===== config.mk =====
export PLATFORM = sky130hd
export DESIGN_NAME = rs485_txvr_ctrl
export DESIGN_NICKNAME = d
export VERILOG_FILES = /design/src/rtl/rs485_dir_pkg.sv /design/src/rtl/rs485_ctrl_reg.sv /design/src/rtl/rs485_dir_logic.sv /design/src/rtl/rs485_txvr_ctrl.sv
export SDC_FILE = /design/constraint.sdc
export NUM_CORES = 1
export LEC_CHECK = 0
export BUFFER_PORTS_ARGS = -buffer_cell sky130_fd_sc_hd__buf_2
export CAP_MARGIN = 5
export CORE_AREA = 10 10 47 49
export CTS_CLUSTER_DIAMETER = 60
export DETAILED_ROUTE_END_ITERATION = 7
export DIE_AREA = 0 0 57 59
export PLACE_DENSITY = 0.64
export REMOVE_ABC_BUFFERS = 1
export SLEW_MARGIN = 15
export SYNTH_ARGS = -nofsm -noshare
export SYNTH_HDL_FRONTEND = slang
export SYNTH_SLANG_ARGS = --single-unit

===== constraint.sdc =====
create_clock -name clk -period 1.9 [get_ports clk]
set_input_delay 0.38 -clock clk [delete_from_list [all_inputs] [get_ports clk]]
set_output_delay 0.38 -clock clk [all_outputs]
set_load 0.005 [all_outputs]

===== src/rtl/rs485_dir_pkg.sv =====
package rs485_dir_pkg;
  typedef enum logic [1:0] {
    WM_FULL_DUPLEX = 2'd0,
    WM_ECHO        = 2'd1,
    WM_DTR_GATED   = 2'd2,
    WM_AUTO        = 2'd3
  } wire_mode_e;

  localparam int CTRL_W      = 8;
  localparam int EN_BIT      = 3;
  localparam int TERM_BIT    = 6;
  localparam logic [CTRL_W-1:0] CTRL_WR_MASK = 8'h4B;
  localparam logic [CTRL_W-1:0] CTRL_RST_VAL = 8'h03;
endpackage


===== src/rtl/rs485_ctrl_reg.sv =====
module rs485_ctrl_reg
  import rs485_dir_pkg::*;
#(
  parameter int ADDR_W      = 4,
  parameter int CTRL_OFFSET = 15
) (
  input  logic              clk,
  input  logic              rst,
  input  logic [ADDR_W-1:0] addr,
  input  logic              wr_en,
  input  logic [CTRL_W-1:0] wdata,
  output logic [CTRL_W-1:0] rdata,
  output logic [CTRL_W-1:0] ctrl_q
);
  localparam logic [ADDR_W-1:0] SEL_ADDR = ADDR_W'(CTRL_OFFSET);

  logic hit;
  assign hit = (addr == SEL_ADDR);

  always_ff @(posedge clk) begin
    if (rst) begin
      ctrl_q <= CTRL_RST_VAL;
    end else if (wr_en && hit) begin
      ctrl_q <= wdata & CTRL_WR_MASK;
    end
  end

  always_comb begin
    rdata = '0;
    if (hit) rdata = ctrl_q;
  end
endmodule


===== src/rtl/rs485_dir_logic.sv =====
module rs485_dir_logic
  import rs485_dir_pkg::*;
(
  input  logic       clk,
  input  logic       rst,
  input  wire_mode_e mode,
  input  logic       master_en,
  input  logic       dtr,
  input  logic       fifo_ne,
  input  logic       busy,
  output logic       de_q,
  output logic       re_n_q
);
  logic drv_nxt;
  logic rx_nxt;

  always_comb begin
    drv_nxt = 1'b0;
    rx_nxt  = 1'b0;
    unique case (mode)
      WM_FULL_DUPLEX: begin drv_nxt = 1'b1; rx_nxt = 1'b1; end
      WM_ECHO:        begin drv_nxt = dtr;  rx_nxt = 1'b1; end
      WM_DTR_GATED:   begin drv_nxt = dtr;  rx_nxt = !dtr; end
      WM_AUTO: begin
        drv_nxt = fifo_ne || busy;
        rx_nxt  = !(fifo_ne || busy);
      end
      default:        begin drv_nxt = 1'b0; rx_nxt = 1'b0; end
    endcase
    if (!master_en) begin
      drv_nxt = 1'b0;
      rx_nxt  = 1'b0;
    end
  end

  always_ff @(posedge clk) begin
    if (rst) begin
      de_q   <= 1'b0;
      re_n_q <= 1'b1;
    end else begin
      de_q   <= drv_nxt;
      re_n_q <= !rx_nxt;
    end
  end
endmodule


===== src/rtl/rs485_txvr_ctrl.sv =====
module rs485_txvr_ctrl
  import rs485_dir_pkg::*;
#(
  parameter int ADDR_W      = 4,
  parameter int CTRL_OFFSET = 15
) (
  input  logic              clk,
  input  logic              rst,
  input  logic [ADDR_W-1:0] reg_addr,
  input  logic              reg_wr_en,
  input  logic [7:0]        reg_wdata,
  output logic [7:0]        reg_rdata,
  input  logic              dtr,
  input  logic              txfifo_nonempty,
  input  logic              tx_busy,
  output logic              drv_en,
  output logic              rcv_en_n,
  output logic              term_en
);
  logic [CTRL_W-1:0] ctrl_q;

  rs485_ctrl_reg #(
    .ADDR_W     (ADDR_W),
    .CTRL_OFFSET(CTRL_OFFSET)
  ) u_reg (
    .clk   (clk),
    .rst   (rst),
    .addr  (reg_addr),
    .wr_en (reg_wr_en),
    .wdata (reg_wdata),
    .rdata (reg_rdata),
    .ctrl_q(ctrl_q)
  );

  rs485_dir_logic u_dir (
    .clk      (clk),
    .rst      (rst),
    .mode     (wire_mode_e'(ctrl_q[1:0])),
    .master_en(ctrl_q[EN_BIT]),
    .dtr      (dtr),
    .fifo_ne  (txfifo_nonempty),
    .busy     (tx_busy),
    .de_q     (drv_en),
    .re_n_q   (rcv_en_n)
  );

  assign term_en = ctrl_q[TERM_BIT];
endmodule


==> impl.org <==
** Yosys
- By area, the combinational part of the netlist is dominated by simple AND/OR/NAND/NOR gates.
- After synthesis, flip-flops and latches occupy 32.7% of the total area.
- The share of synthesized area in the top cell type comes to 32.7%.
- In this run the mean area of a mapped cell was 9.20 um2.
- Summing the areas of all and, or, nand and nor instances in the mapped netlist gives 24.5% of the synthesized area.
- Largest area contributor in the netlist :: sky130_fd_sc_hd__dfxtp_1
- The cell count after synthesis came out at 40.
- After synthesis the cells add up to 368 um2.
- Synth Area in XOR/XNOR :: 0%
- Adder-Cell Fraction of Synth Area :: 10.2%
- The portion of synthesized area spent on multiplexers is 2.72%.
- The synthesized netlist devotes 15.6% of its cell area to compound gates.
- Synthesis instantiated 17 different standard cells from the library.
- After synthesis the netlist holds a flip-flop and latch count of 6.
- Ranked by total cell area, the synthesized netlist is headed by sky130_fd_sc_hd__dfxtp_1, sky130_fd_sc_hd__ha_1, sky130_fd_sc_hd__and2_2, sky130_fd_sc_hd__buf_4, sky130_fd_sc_hd__a21oi_1.
- During synthesis, Yosys emitted a total of 0 warnings.

** Finish
- Measured on the finished design, the core utilization comes to 34.3%.
- In the final layout, the share of cells above drive strength 1 is 49.2%.
- The top cell types in the final layout, fill and taps aside, are sky130_fd_sc_hd__buf_2, sky130_fd_sc_hd__dfxtp_1, sky130_fd_sc_hd__a21oi_1.
- Area growth from synthesis to final layout :: 30.6%
- 0 antenna diodes ended up in the layout.
- Most common cell after layout, fill and taps aside :: sky130_fd_sc_hd__buf_2
- For this run, the post-layout net count is 84.
- Leaving out filler cells and counting taps, the final layout contains 77.

** Setup path
- Arr. time, crit path :: 990 ps
- Data required time of the worst path :: 1520 ps
- Crit path top cell by count :: sky130_fd_sc_hd__buf_2
- The worst setup path is of the in2out kind.
- The signal on the critical path passes through buf_2 -> and4_4 -> and2_2 -> buf_2.
- Crit Path Max Fanout :: 9
- Broken down by cell family, the worst path's largest delay share belongs to simple AND/OR/NAND/NOR gates.
- Startpoint type of the worst setup path :: primary input
- On the worst path, the slowest cell contributes a delay of 210 ps.
- Among all stages on the critical path, the largest delay is contributed by sky130_fd_sc_hd__and4_4.
- STA classifies the critical path endpoint as an output port.
- Counting both buffers and inverters, the worst setup path holds a total of 2.

** Place
- The HPWL after detailed placement is 746 um.
- Count of buffers from port buffering :: 20
- Routability-driven placement finished with a final weighted congestion of 0.674.
- # placed instances :: 74

** Timing
- Worst hold slack :: 350 ps
- Static timing analysis puts the maximum clock frequency at 0.730 GHz.
- Period minus WS final :: 1370 ps
- The worst path uses 72.1% of the clock period.
- Max-slew violation count :: 0
- Setup violations remaining at the end of the flow were counted as 0.
- Between clock sinks in the finished design, the worst skew comes to 2.37 ps.
- The number of hold-slack violations in the final timing report came to 0.
- Setup repair after global routing left no endpoint under its margin.
- Adding up every negative setup slack in the final design gives 0 ps.

** Outcome
- The flow ran to the end, and the final reports show no timing, DRC or antenna violations.

** CTS
- Count of instances resized after the clock tree is built :: 0
- Buffers inserted during post-CTS setup optimization :: 0
- TritonCTS created 3 clock buffers.
- CTS Root Cell :: sky130_fd_sc_hd__clkbuf_4
- TritonCTS built the clock tree.
- The clock drives 6 sinks.
- For the worst-skew pair, the clock arrives at the later sink with an insertion delay of 240 ps.
- Buffers inserted to repair hold after CTS numbered 0.
- CTS built an H-tree with a depth of 1.
- Maximum clock insertion buffer count :: 2
- Clock transition at the registers of the reported paths :: 40 ps

** Worst hold path
- Min-Delay Path Class :: in2reg

** Global routing
- Largest net degree at the start of global routing :: 10
- Total routing resource utilization after global routing :: 5.37%
- Wire length of the first global-routing pass :: 1420 um
- Global routing finished with a remaining overflow of 0.
- The via count of the first global-routing pass came to 345.
- Number of antenna violations at the first check in global routing :: 0

** Floorplan
- Floorplan Core Area :: 1400 um2
- The floorplan has 14 rows.
- Horizontal die dimension :: 57 um
- The initial utilization of the core area, before any placement, comes to 26.3%.
- Height of the die :: 59 um
- Full die area :: 3360 um2
- For this design the top-level I/O count stands at 29.

** Pwr
- Static leakage :: 0.000253 uW
- In this run the power density over the cells is 574 nW/um2.
- Post-route total power :: 276 uW
- Across the VDD grid, the largest voltage drop is 0.000213 V.

** Detailed routing
- DRC violation total after the first TritonRoute iteration :: 3
- After detailed routing, the total wire length is 841 um.
- Dividing the detail-routed via count by the number of cells gives 4.12.
- After detailed routing, the average wire length per cell comes to 10.9 um.
- Drt pass-1 iters :: 3
- Post-detailed-route count of antenna-violating nets :: 0
- Total number of vias :: 317
- After detailed routing, the number of remaining DRC violations is 0.

** Run
- Across the run, the number of max-cap violations was 0.
==> worst register-to-register path, delay by kind of cell (launching register included) <==
kind | cells | cell delay (ps)
simple gates | 1 | 260
flops | 1 | 340
compound gates | 1 | 50
buf+inv | 1 | 80
mux | 1 | 140
fa+ha+maj | 1 | 210
==> synth_stat cells, drive strengths merged <==
library cell,number
a211o,2
a21oi,5
and2,5
and4,1
buf,5
conb,1
dfxtp,6
ha,3
inv,2
mux2i,1
nand2b,2
nand4b,2
nor2,1
o21ai,3
or2,1
==> stage by stage <==
stage          cell area (um2)  worst slack [ps]
3_3_place_gp               458               525
4_1_cts                    480               523
5_1_grt                    480               495
6_report                   480               530
3_5_place_dp               458               522
2_1_floorplan              338               744
==> cell families after synthesis <==
logic type	Yosys count
other	1
and+or+nand+nor	12
buffers and inverters	7
adders and majority gates	3
AOI/OAI and AO/OA	10
DFF	6
muxes	1
==> sequential cells by signal (all words and copies together), names as in the netlist <==
register / cells
u_dir.de_q: 1
u_dir.re_n_q: 1
u_reg.ctrl_q: 4
==> final timing paths <==
path,from,endpoint,slack [ps],depth (start not counted)
setup / recovery,reg_addr[2],reg_rdata[0],530,4
hold / removal,reg_wdata[1],u_reg.ctrl_q[1],350,2
setup reg to reg,u_reg.ctrl_q[0],u_dir.re_n_q,710,5
hold reg to reg,u_reg.ctrl_q[6],u_reg.ctrl_q[6],490,2
==> power by group <==
group          internal (uW)  switching [uW]
combinational           18.0            14.7
sequential               128            1.02
clock                   71.2            42.7
==> metal layers <==
layer	routed length (um)	share of wire [%]	global-route usage, %	vias to the layer above
met5	0	0	0	-
li1	-	-	-	171
met1	283	34	4.55	134
met3	120	14	5.58	0
met2	437	52	8.37	12
met4	0	0	2.01	0
==> area by class of cell <==
type                            count  area (um2)
Clock buffer                        3        22.5
Fill cell                         158         921
Inverter                            2        7.51
Multi-Input combinational cell     30         210
Sequential cell                     6         120
Tap cell                           16        20.0
Timing Repair Buffer               20         100
Note: power is estimated with default switching activity, not from simulation.
